File: config.mk
export PLATFORM = sky130hd
export DESIGN_NAME = reply_distributor
export DESIGN_NICKNAME = d
export VERILOG_FILES = /design/src/rtl/reply_dist_pkg.sv /design/src/rtl/reply_word_store.sv /design/src/rtl/reply_rate_gen.sv /design/src/rtl/reply_chan_shifter.sv /design/src/rtl/reply_distributor.sv
export SDC_FILE = /design/constraint.sdc
export NUM_CORES = 1
export LEC_CHECK = 0
export BUFFER_PORTS_ARGS = -buffer_cell sky130_fd_sc_hd__buf_2
export CORE_MARGIN = 3
export CORE_UTILIZATION = 51
export CTS_CLUSTER_DIAMETER = 60
export DETAILED_ROUTE_END_ITERATION = 12
export PLACE_DENSITY = 0.77
export SLEW_MARGIN = 10
export SYNTH_ARGS = -nofsm -noshare
export SYNTH_HDL_FRONTEND = slang
export SYNTH_SLANG_ARGS = --single-unit
File: constraint.sdc
create_clock -name clk -period 2.8 [get_ports clk]
set_clock_uncertainty 0.15 [all_clocks]
set_input_delay 0.7 -clock clk [delete_from_list [all_inputs] [get_ports clk]]
set_output_delay 0.7 -clock clk [all_outputs]
set_load 0.1 [all_outputs]
File: src/rtl/reply_dist_pkg.sv
package reply_dist_pkg;
  typedef enum logic [2:0] {
    ST_IDLE,
    ST_LOAD,
    ST_DRAIN,
    ST_SHIFT,
    ST_FINISH
  } dist_state_t;
endpackage

File: src/rtl/reply_word_store.sv
module reply_word_store #(
  parameter int WORD_W = 32,
  parameter int DEPTH  = 8,
  localparam int AW    = $clog2(DEPTH)
) (
  input  logic              clk,
  input  logic              we,
  input  logic [AW-1:0]     waddr,
  input  logic [WORD_W-1:0] wdata,
  input  logic              re,
  input  logic [AW-1:0]     raddr,
  output logic [WORD_W-1:0] rdata
);
  logic [WORD_W-1:0] mem [DEPTH];

  always_ff @(posedge clk) begin
    if (we) mem[waddr] <= wdata;
  end

  always_ff @(posedge clk) begin
    if (re) rdata <= mem[raddr];
  end
endmodule

File: src/rtl/reply_rate_gen.sv
module reply_rate_gen #(
  parameter int DIV_SLOW = 2500,
  parameter int DIV_FAST = 1250,
  localparam int DMAX    = (DIV_SLOW > DIV_FAST) ? DIV_SLOW : DIV_FAST,
  localparam int CW      = $clog2(DMAX + 1)
) (
  input  logic clk,
  input  logic rst,
  input  logic run,
  input  logic sel_fast,
  output logic tick
);
  logic [CW-1:0] cnt;
  logic [CW-1:0] lim_m1;

  assign lim_m1 = sel_fast ? CW'(DIV_FAST - 1) : CW'(DIV_SLOW - 1);
  assign tick   = run && (cnt == lim_m1);

  always_ff @(posedge clk) begin
    if (rst || !run) cnt <= '0;
    else if (cnt == lim_m1) cnt <= '0;
    else cnt <= cnt + 1'b1;
  end
endmodule

File: src/rtl/reply_chan_shifter.sv
module reply_chan_shifter #(
  parameter int WORD_W  = 32,
  localparam int REPLY_W = 2 * WORD_W
) (
  input  logic              clk,
  input  logic              rst,
  input  logic              clr,
  input  logic              ld_en,
  input  logic              ld_hi,
  input  logic [WORD_W-1:0] ld_word,
  input  logic              shift,
  output logic              valid_o,
  output logic              bit_o,
  output logic              stb_o
);
  logic [REPLY_W-1:0] sh;

  always_ff @(posedge clk) begin
    if (rst || clr) begin
      sh      <= '0;
      valid_o <= 1'b0;
    end else if (ld_en) begin
      if (ld_hi) begin
        sh[REPLY_W-1:WORD_W] <= ld_word;
        valid_o              <= 1'b1;
      end else begin
        sh[WORD_W-1:0] <= ld_word;
      end
    end else if (shift) begin
      sh <= sh >> 1;
    end
  end

  always_ff @(posedge clk) begin
    if (rst) begin
      bit_o <= 1'b0;
      stb_o <= 1'b0;
    end else if (shift) begin
      bit_o <= sh[0] & valid_o;
      stb_o <= valid_o;
    end else begin
      bit_o <= 1'b0;
      stb_o <= 1'b0;
    end
  end
endmodule

File: src/rtl/reply_distributor.sv
module reply_distributor #(
  parameter int N_CH     = 4,
  parameter int WORD_W   = 32,
  parameter int DIV_SLOW = 2500,
  parameter int DIV_FAST = 1250,
  localparam int CW      = $clog2(N_CH + 1)
) (
  input  logic              clk,
  input  logic              rst,
  input  logic              wr_en,
  input  logic [WORD_W-1:0] wr_data,
  input  logic              wr_done,
  input  logic              rate_sel,
  output logic              busy,
  output logic              overflow,
  output logic [CW-1:0]     resp_count,
  output logic [N_CH-1:0]   ch_valid,
  output logic [N_CH-1:0]   ch_bit,
  output logic [N_CH-1:0]   ch_stb,
  output logic              tx_done
);
  import reply_dist_pkg::*;

  localparam int DEPTH   = 2 * N_CH;
  localparam int AW      = $clog2(DEPTH);
  localparam int PW      = $clog2(DEPTH + 1);
  localparam int CHW     = AW - 1;
  localparam int REPLY_W = 2 * WORD_W;
  localparam int BW      = $clog2(REPLY_W);

  dist_state_t       state;
  logic [PW-1:0]     wr_ptr;
  logic [PW-1:0]     pair_words;
  logic [AW-1:0]     rd_addr;
  logic [AW-1:0]     last_rd;
  logic [AW-1:0]     ld_addr;
  logic              ld_v;
  logic              rd_en;
  logic [WORD_W-1:0] rd_word;
  logic [BW-1:0]     bit_cnt;
  logic              rate_q;
  logic              tick;
  logic              store_full;
  logic              accept_wr;
  logic              accept_done;
  logic              clr_ch;

  assign busy        = (state != ST_IDLE);
  assign store_full  = (wr_ptr == PW'(DEPTH));
  assign accept_done = (state == ST_IDLE) && wr_done;
  assign accept_wr   = wr_en && (state == ST_IDLE) && !wr_done && !store_full;
  assign pair_words  = {wr_ptr[PW-1:1], 1'b0};
  assign rd_en       = (state == ST_LOAD);
  assign clr_ch      = accept_done;

  reply_word_store #(.WORD_W(WORD_W), .DEPTH(DEPTH)) u_store (
    .clk  (clk),
    .we   (accept_wr),
    .waddr(wr_ptr[AW-1:0]),
    .wdata(wr_data),
    .re   (rd_en),
    .raddr(rd_addr),
    .rdata(rd_word)
  );

  reply_rate_gen #(.DIV_SLOW(DIV_SLOW), .DIV_FAST(DIV_FAST)) u_rate (
    .clk     (clk),
    .rst     (rst),
    .run     (state == ST_SHIFT),
    .sel_fast(rate_q),
    .tick    (tick)
  );

  // Host-side write pointer and overflow flag.
  always_ff @(posedge clk) begin
    if (rst) begin
      wr_ptr   <= '0;
      overflow <= 1'b0;
    end else begin
      overflow <= wr_en && (busy || wr_done || store_full);
      if (accept_done) wr_ptr <= '0;
      else if (accept_wr) wr_ptr <= wr_ptr + 1'b1;
    end
  end

  // Distribution sequencer.
  always_ff @(posedge clk) begin
    if (rst) begin
      state   <= ST_IDLE;
      rd_addr <= '0;
      last_rd <= '0;
      rate_q  <= 1'b0;
      bit_cnt <= '0;
      tx_done <= 1'b0;
    end else begin
      tx_done <= 1'b0;
      case (state)
        ST_IDLE: begin
          if (wr_done) begin
            rd_addr <= '0;
            last_rd <= AW'(pair_words - PW'(1));
            rate_q  <= rate_sel;
            bit_cnt <= '0;
            state   <= (pair_words != '0) ? ST_LOAD : ST_FINISH;
          end
        end
        ST_LOAD: begin
          rd_addr <= rd_addr + 1'b1;
          if (rd_addr == last_rd) state <= ST_DRAIN;
        end
        ST_DRAIN: state <= ST_SHIFT;
        ST_SHIFT: begin
          if (tick) begin
            bit_cnt <= bit_cnt + 1'b1;
            if (bit_cnt == BW'(REPLY_W - 1)) state <= ST_FINISH;
          end
        end
        ST_FINISH: begin
          tx_done <= 1'b1;
          state   <= ST_IDLE;
        end
        default: state <= ST_IDLE;
      endcase
    end
  end

  // Read pipeline tag and responder count.
  always_ff @(posedge clk) begin
    if (rst) begin
      ld_v       <= 1'b0;
      ld_addr    <= '0;
      resp_count <= '0;
    end else begin
      ld_v    <= rd_en;
      ld_addr <= rd_addr;
      if (clr_ch) resp_count <= '0;
      else if (ld_v && ld_addr[0]) resp_count <= resp_count + 1'b1;
    end
  end

  for (genvar k = 0; k < N_CH; k++) begin : g_ch
    logic sel_k;
    assign sel_k = ld_v && (ld_addr[AW-1:1] == CHW'(k));
    reply_chan_shifter #(.WORD_W(WORD_W)) u_sh (
      .clk    (clk),
      .rst    (rst),
      .clr    (clr_ch),
      .ld_en  (sel_k),
      .ld_hi  (ld_addr[0]),
      .ld_word(rd_word),
      .shift  (tick),
      .valid_o(ch_valid[k]),
      .bit_o  (ch_bit[k]),
      .stb_o  (ch_stb[k])
    );
  end
endmodule

Yosys cells after proc, flatten, opt, wreduce, memory -nomap -nowiden:

Memories as Yosys holds them, arrays and structs flattened. A register that Yosys moved wholly into a read port is not among the register bits.
Cells that the tools add are included.

* $add $sub $neg: 6
* multipliers: 0
* divide/modulo/power cells: 0
* order comparisons: 0
* eq/ne operators: 23
* shift-type cells: 0
* mux-type cells: 25
* bitwise gates (word level): 5
* reductions and logical operators: 47

Operators with widths (number)
* $mux 64: 8
* $mux 32: 2
* $reduce_and 2->1: 14
* $ne 2x2->1 const B: 10
* $mux 3: 6
* $add 12x1->12 const B: 1
* $eq 12x12->1: 1
* $mux 12: 1
* $mux 6: 2
* $pmux 3 s4: 1
* $pmux 6 s2: 1
* $reduce_bool 2->1: 6
* $logic_and 1x1->1: 11
* $add 3x1->3 const B: 2
* $add 6x1->6 const B: 1
* $eq 3x2->1 const B: 2
* $eq 6x6->1 const B: 1
* $pmux 3 s2: 1
* $reduce_or 2->1: 3
* $add 4x1->4 const B: 1
* $and 1x1->1: 4
* $eq 2x2->1 const B: 2
* $eq 4x4->1 const B: 1
* $logic_or 1x1->1: 4
* 15 further kinds: 20

* register bits: 309
* bits in latches: 0
* bits in writable memories: 256
* bits in read-only memories: 0
* input bits: 37
* output and inout port bits: 18
* word-level logic and storage cells: 139
* memories: 1

Memory list
* u_store.mem: depth 8, width 32, rd ports 1, clocked after Yosys merged registers in 1, wr ports 1, RTL line reply_word_store.sv:14 `logic [WORD_W-1:0] mem [DEPTH];`

Depth between registers and ports, before layout:

Gate-level depths: netlist of the first run.

* depth after elaboration: 6
* gate-level depth with buffers: 9
* mapped depth without buffers: 7

Modules after synthesis:

A second synthesis of the first run with hierarchy kept.

* cells, all modules: 1849
* area total of the unflattened synthesis: 25288.0 um^2

Modules (own cells, without submodules)
* reply_chan_shifter: instances 4, cells each 304, area each 3140.5 um^2, sequential area each 1341.3 um^2
* reply_word_store: instances 1, cells each 415, area each 10786.6 um^2, sequential area each 8648.3 um^2
* reply_distributor: instances 1, cells each 154, area each 1377.6 um^2, sequential area each 580.6 um^2
* reply_rate_gen: instances 1, cells each 64, area each 561.8 um^2, sequential area each 240.2 um^2

Least setup slack after synthesis of the first run:

OpenSTA, ideal clock, no wires.

* path type: register to register
* start: register state[1]
* end: memory u_store.mem[1][0] (enable)
* library setup time: 0.392 ns
* arrival: 2.861 ns
* required time: 2.258 ns
* slack: -0.603 ns
* cell stages (with the launch flop): 6
* path buffers: 2
* clock period less this slack: 3.403 ns
* path through: dfxtp_1 > clkbuf_1 > or3_1 > nor4b_1 > clkbuf_1 > and3_1

* word-level cells in the longest chain between the ends: 6

RTL lines
* from (decl): RTL line reply_distributor.sv:31 `dist_state_t state;`
* from (signal assigned): RTL line reply_distributor.sv:104 `state <= (pair_words != '0) ? ST_LOAD : ST_FINISH;`
* $logic_not 3->1: RTL line reply_distributor.sv:51 `assign accept_wr = wr_en && (state == ST_IDLE) && !wr_done && !store_full;`
* $logic_and 1x1->1 (3 in series): RTL line reply_distributor.sv:51
* $mux 1: RTL line reply_word_store.sv:17 `if (we) mem[waddr] <= wdata;`
* $mux 1 (implied by the code): RTL line reply_word_store.sv:17
* to (decl): RTL line reply_word_store.sv:14

No other way between the ends.

Worst setup path in the final report of the first run:

* start: register state[0]
* end: output busy

* word-level cells in the longest chain between the ends: 1

RTL lines
* $reduce_bool 3->1: RTL line reply_distributor.sv:48 `assign busy = (state != ST_IDLE);`
* to (decl): RTL line reply_distributor.sv:14 `output logic busy,`

No other way between the ends.

==> results.ini, run 1 <==
[outcome]
status=finished clean

[setup_path]
path_max_fanout=9
crit_path_start_kind=flip-flop
crit_required_ps=1950
crit_type=flip-flop to output pin
cp-end-kind=output pin
cp.arrival_ps=1730

[placed_design]
dp.cells=2470
dp_hpwl_um=29600
port_buffers=54
gp_congestion=0.780

[route]
wl_per_cell_um=19.6
drt-pass1-iter-count=5
viasPerCell=5.99
num_vias=15400
first_iter_violations=1322
routed_wl_um=50400
drc=0
postRouteAntennaNets=0

[logic_synthesis]
ys_ff_latch=597
synthDistinctLibCells=53
synth.top_cell.area_share_pct=36.0
synth_warnings=0
synth.most_common_cell=a21oi_1
yosysSeqAreaShare_pct=61.7
synth_edf_count=288
yosys-top-cells-area=edfxtp_1 (36%), dfxtp_1 (26%), a21oi_1 (8.5%)
avgSynthCellArea_um2=12.3
synth-main-ff-cell=dfxtp_1
ys_top_cells_by_count=a21oi_1 (407), dfxtp_1 (309), edfxtp_1 (288)
synth_area_leader_cell=edfxtp_1
syn_nets=1995
syn_area_um2=24000
async_flop_share_pct=0
postSynthCellCount=1948

[final_layout]
seqCellArea_um2=14800
nets=1978
area_growth_pct=12.2
fin_util_pct=58.7
drive_gt1_share_pct=16.3
final_cells=2577
multi_input_area_um2=8500
fillers=3471

[cts]
cts_hold_buf=0
clock-sinks=597
path_clk_slew_ps=60
insertion_delay_ps=620
cts_tree=built
cts_setup_buffers=0
clockBufferDepth=3
htree_levels=2
cts_resized=0
cts-root-buf=clkbuf_16
cts_made_buffers=59

[timing]
relSlewSlack_pct=49.3
hold_ws_ps=179
setup_viol=0
fmax_ghz=0.387
finalCritPeriodShare_pct=92.3
rsz0062_at_grt=false
period_minus_slack_ps=2580
drv_slew=0
tightest_slew_ps=760
setup_tns_ps=0
finalHoldViolCount=0

[pwr]
p_leak_nw=9.74
ir_worst_vdd_uv=710
power.total_mw=17.7
p_per_area_nw_per_um2=654

[global_routing]
grt_pass1_vias=15300
grt_antenna_before_repair=3
grt_overflow=0
grt_pass1_wl_um=82300
grt_max_degree=82
track_usage_pct=20.1

[floorplan]
start_util_pct=52.3
core_area_um2=46000
die_h_um=223
pin_count=55
dieWidth_um=223
placementRows=78
dieArea_um2=49800

[job]
max_cap_viol_count=0

[min_path]
min_path_type=input port to flip-flop

==> cells in the final DEF, fill, tap and decap left out, drive strengths merged, types with 3 or more instances in the layout <==
cell	instances
a211oi	4
a21oi	407
and2	101
and3	16
buf	102
bufinv	8
clkbuf	80
clkinv	13
clkinvlp	3
dfxtp	309
edfxtp	288
ha	10
inv	12
mux2	32
mux2i	75
mux4	64
nand2	20
nand2b	5
nand3	10
nand3b	4
nand4	3
nor2	48
nor2b	7
nor3	5
nor3b	4
nor4	7
nor4b	3
o211a	31
o21ai	160
o31ai	94
o41ai	4
or2	7
xnor2	9
xor2	11
==> final timing paths <==
| check | start | to | slack, ps | cells after the start |
|---|---|---|---|---|
| min reg2reg | bit_cnt[4] | bit_cnt[4] | 320 | 2 |
| min | rate_sel | rate_q | 180 | 3 |
| max | state[0] | busy | 220 | 2 |
| max reg2reg | u_rate.cnt[8] | g_ch[2].u_sh.sh[51] | 220 | 6 |
==> cell type report <==
cell class                 count  area share, %
tap                          600           2.78
timing repair buffer         102           3.17
antenna                        1        0.00927
sequential                   597           55.0
multi-input combinational   1161           31.5
clock inverter                26           1.40
inverter                      10          0.139
clock buffer                  80           6.02
==> flip-flops by register name, indices dropped and copies added (netlist names) <==
register           count
bit_cnt                6
g_ch.u_sh.bit_o        4
g_ch.u_sh.sh         256
g_ch.u_sh.stb_o        4
g_ch.u_sh.valid_o      4
last_rd                3
ld_addr                3
ld_v                   1
overflow               1
rate_q                 1
rd_addr                3
resp_count             3
state                  3
tx_done                1
u_rate.cnt            12
u_store.mem          256
u_store.rdata         32
wr_ptr                 4
==> layer usage <==
layer,GRT usage [%],share of wire [%],vias to the layer above
met5,0,0.044,-
met4,5.91,2.1,4
met3,3.51,4.8,86
met2,33.0,49,389
met1,27.7,44,7668
li1,-,-,7299
==> where the power goes <==
group / switching (mW) / leakage, nW / total (mW) / internal, mW
combinational: 0.240 / 3.68 / 0.366 / 0.126
clock: 3.29 / 0.968 / 8.10 / 4.80
sequential: 0.0179 / 5.09 / 9.20 / 9.18
==> cell families (layout without fill, tap and decap cells) <==
group | after synthesis | in the layout | synth area share, %
adders and majority gates | 10 | 10 | 0.520
AOI/OAI and AO/OA | 710 | 710 | 17.0
muxes | 171 | 171 | 10.6
DFF | 597 | 597 | 61.7
buffers and inverters | 190 | 218 | 3.37
xor gates and xnor gates | 20 | 20 | 0.728
other | 0 | 1 | 0
and+or+nand+nor | 250 | 250 | 6.11
==> worst max-delay path, cell delays in order, from the launching register on <==
cell	delay (ps)
dfxtp_1	490
or3_4	210
buf_2	420
==> stage by stage <==
stage,worst slack [ps],area (um2)
after floorplan,180,24100
after global placement,310,25000
after detailed placement,230,25000
after CTS,188,27000
after global routing,91.6,27000
final,216,27000
Power figures use the tool's default switching activity.
==> inputs of run 2 (changes only) <==
--- a/config.mk
+++ b/config.mk
@@ -7,10 +7,10 @@
 export LEC_CHECK = 0
 export BUFFER_PORTS_ARGS = -buffer_cell sky130_fd_sc_hd__buf_2
 export CORE_MARGIN = 3
-export CORE_UTILIZATION = 51
+export CORE_UTILIZATION = 60
 export CTS_CLUSTER_DIAMETER = 60
 export DETAILED_ROUTE_END_ITERATION = 12
-export PLACE_DENSITY = 0.77
+export PLACE_DENSITY = 0.84
 export SLEW_MARGIN = 10
 export SYNTH_ARGS = -nofsm -noshare
 export SYNTH_HDL_FRONTEND = slang
==> constraint.sdc (replaced) <==
create_clock -name clk -period 2.6 [get_ports clk]
set_clock_uncertainty 0.15 [all_clocks]
set_input_delay 0.65 -clock clk [delete_from_list [all_inputs] [get_ports clk]]
set_output_delay 0.65 -clock clk [all_outputs]
set_load 0.1 [all_outputs]
==> run 2 against run 1 <==
  * Largest cell class unchanged
  * Design area is 0.38% lower
  * Routed wire length is 12% higher
  * Critical path type unchanged
  * Critical endpoint unchanged
  * First-iteration DRC count is 18% higher
  * Non-clock buffer count is 7 higher
  * Combinational power is 13% higher
==> results.ini, run 2 (synthesis gave the netlist of run 1 again) <==
[global_routing]
track_usage_pct=26.6
grt_pass1_vias=16000
grt_pass1_wl_um=88600
grt_max_degree=69
grt_antenna_before_repair=2
grt_overflow=0

[cts]
cts_resized=0
clock-sinks=597
path_clk_slew_ps=60
cts_setup_buffers=0
cts_hold_buf=0
clockBufferDepth=3
cts_made_buffers=56
insertion_delay_ps=600
cts_tree=built
htree_levels=2
cts-root-buf=clkbuf_16

[final_layout]
drive_gt1_share_pct=16.7
layout_common_cells=a21oi_1 (407), dfxtp_1 (306), edfxtp_1 (288), and2_1 (100), o31ai_1 (94)
nets=1982
fin_util_pct=68.8
reg_top3=g_ch.u_sh.sh (256), u_store.mem (256), u_store.rdata (32)
final_common_cell=a21oi_1
area_growth_pct=11.8

[floorplan]
pin_count=55
placementRows=72
core_area_um2=39100
die_h_um=206
dieWidth_um=206
dieArea_um2=42500
start_util_pct=61.5

[route]
routed_wl_um=56300
route.met3.wl_um=4080
dr.max_layer_used=met5
drt-pass1-iter-count=5
wl_met1_um=22500
postRouteAntennaNets=0
viasPerCell=6.39
num_vias=16000
route.met2.wl_um=28000
first_iter_violations=1565
drc=0
wl_per_cell_um=22.5

[timing]
finalHoldViolCount=0
drv_slew=0
relSlewSlack_pct=56.8
rsz0062_at_grt=false
fmax_ghz=0.395
setup_viol=0
finalCritPeriodShare_pct=97.4
fin_ws_ps=67.3
period_minus_slack_ps=2530
setup_tns_ps=0
tightest_slew_ps=648

[setup_path]
crit_required_ps=1800
cp.arrival_ps=1730
path_max_fanout=9
crit_type=flip-flop to output pin
crit_path_start_kind=flip-flop
cp-end-kind=output pin

[job]
max_cap_viol_count=0

[placed_design]
dp_hpwl_um=33500
port_buffers=54
gp_congestion=0.840
dp_slack_ps=258

[pwr]
ir_worst_vdd_uv=678
p_leak_nw=9.75
p_per_area_nw_per_um2=687

[outcome]
status=finished clean

[min_path]
min_path_type=input port to flip-flop

run 2: worst paths after layout:
kind / start / endpoint / slack (ps) / cells past startpoint
setup / recovery: state[0] / busy / 70 / 2
hold / removal: wr_en / overflow / 170 / 2
setup reg to reg: wr_ptr[1] / u_store.mem[6][8] / 150 / 7
hold reg to reg: bit_cnt[4] / bit_cnt[4] / 330 / 2
run 2: through the flow:
step / cell area (um2) / total power, mW / hold WS (ps) / std cells
2_1_floorplan: 24100 / 10.3 / 287 / 1948
3_3_place_gp: 25000 / 10.5 / 307 / 2395
3_5_place_dp: 25000 / 10.5 / 320 / 2395
4_1_cts: 26900 / 18.6 / 145 / 2498
5_1_grt: 26900 / 19.0 / 165 / 2499
6_report: 26900 / 18.5 / 171 / 2500
run 2: worst max-delay path, cell delays in order (launching register included):
cell and delay (ps):
dfxtp_1 490, or3_4 210, buf_2 430
run 2: per-layer routing:
layer | vias up | global-route usage (%)
li1 | 7283 | -
met1 | 7879 | 35.2
met2 | 687 | 45.0
met3 | 132 | 4.46
met4 | 2 | 9.24
met5 | - | 0
run 2: final cells by class:
| class | instances | area [um2] |
|---|---|---|
| diodes | 2 | 5.00 |
| clock buffers | 79 | 1620 |
| clock inverters | 24 | 229 |
| fillers | 2647 | 12200 |
| inverters | 10 | 37.5 |
| multi-input cells | 1161 | 8500 |
| flip-flops and latches | 597 | 14800 |
| well taps | 518 | 648 |
| repair buffers | 109 | 1010 |
run 2: where the power goes:
| group | switching [mW] | internal, mW | total [mW] |
|---|---|---|---|
| clock network | 3.51 | 4.64 | 8.15 |
| logic | 0.276 | 0.139 | 0.415 |
| registers | 0.0228 | 9.89 | 9.91 |
| total | 3.81 | 14.7 | 18.5 |
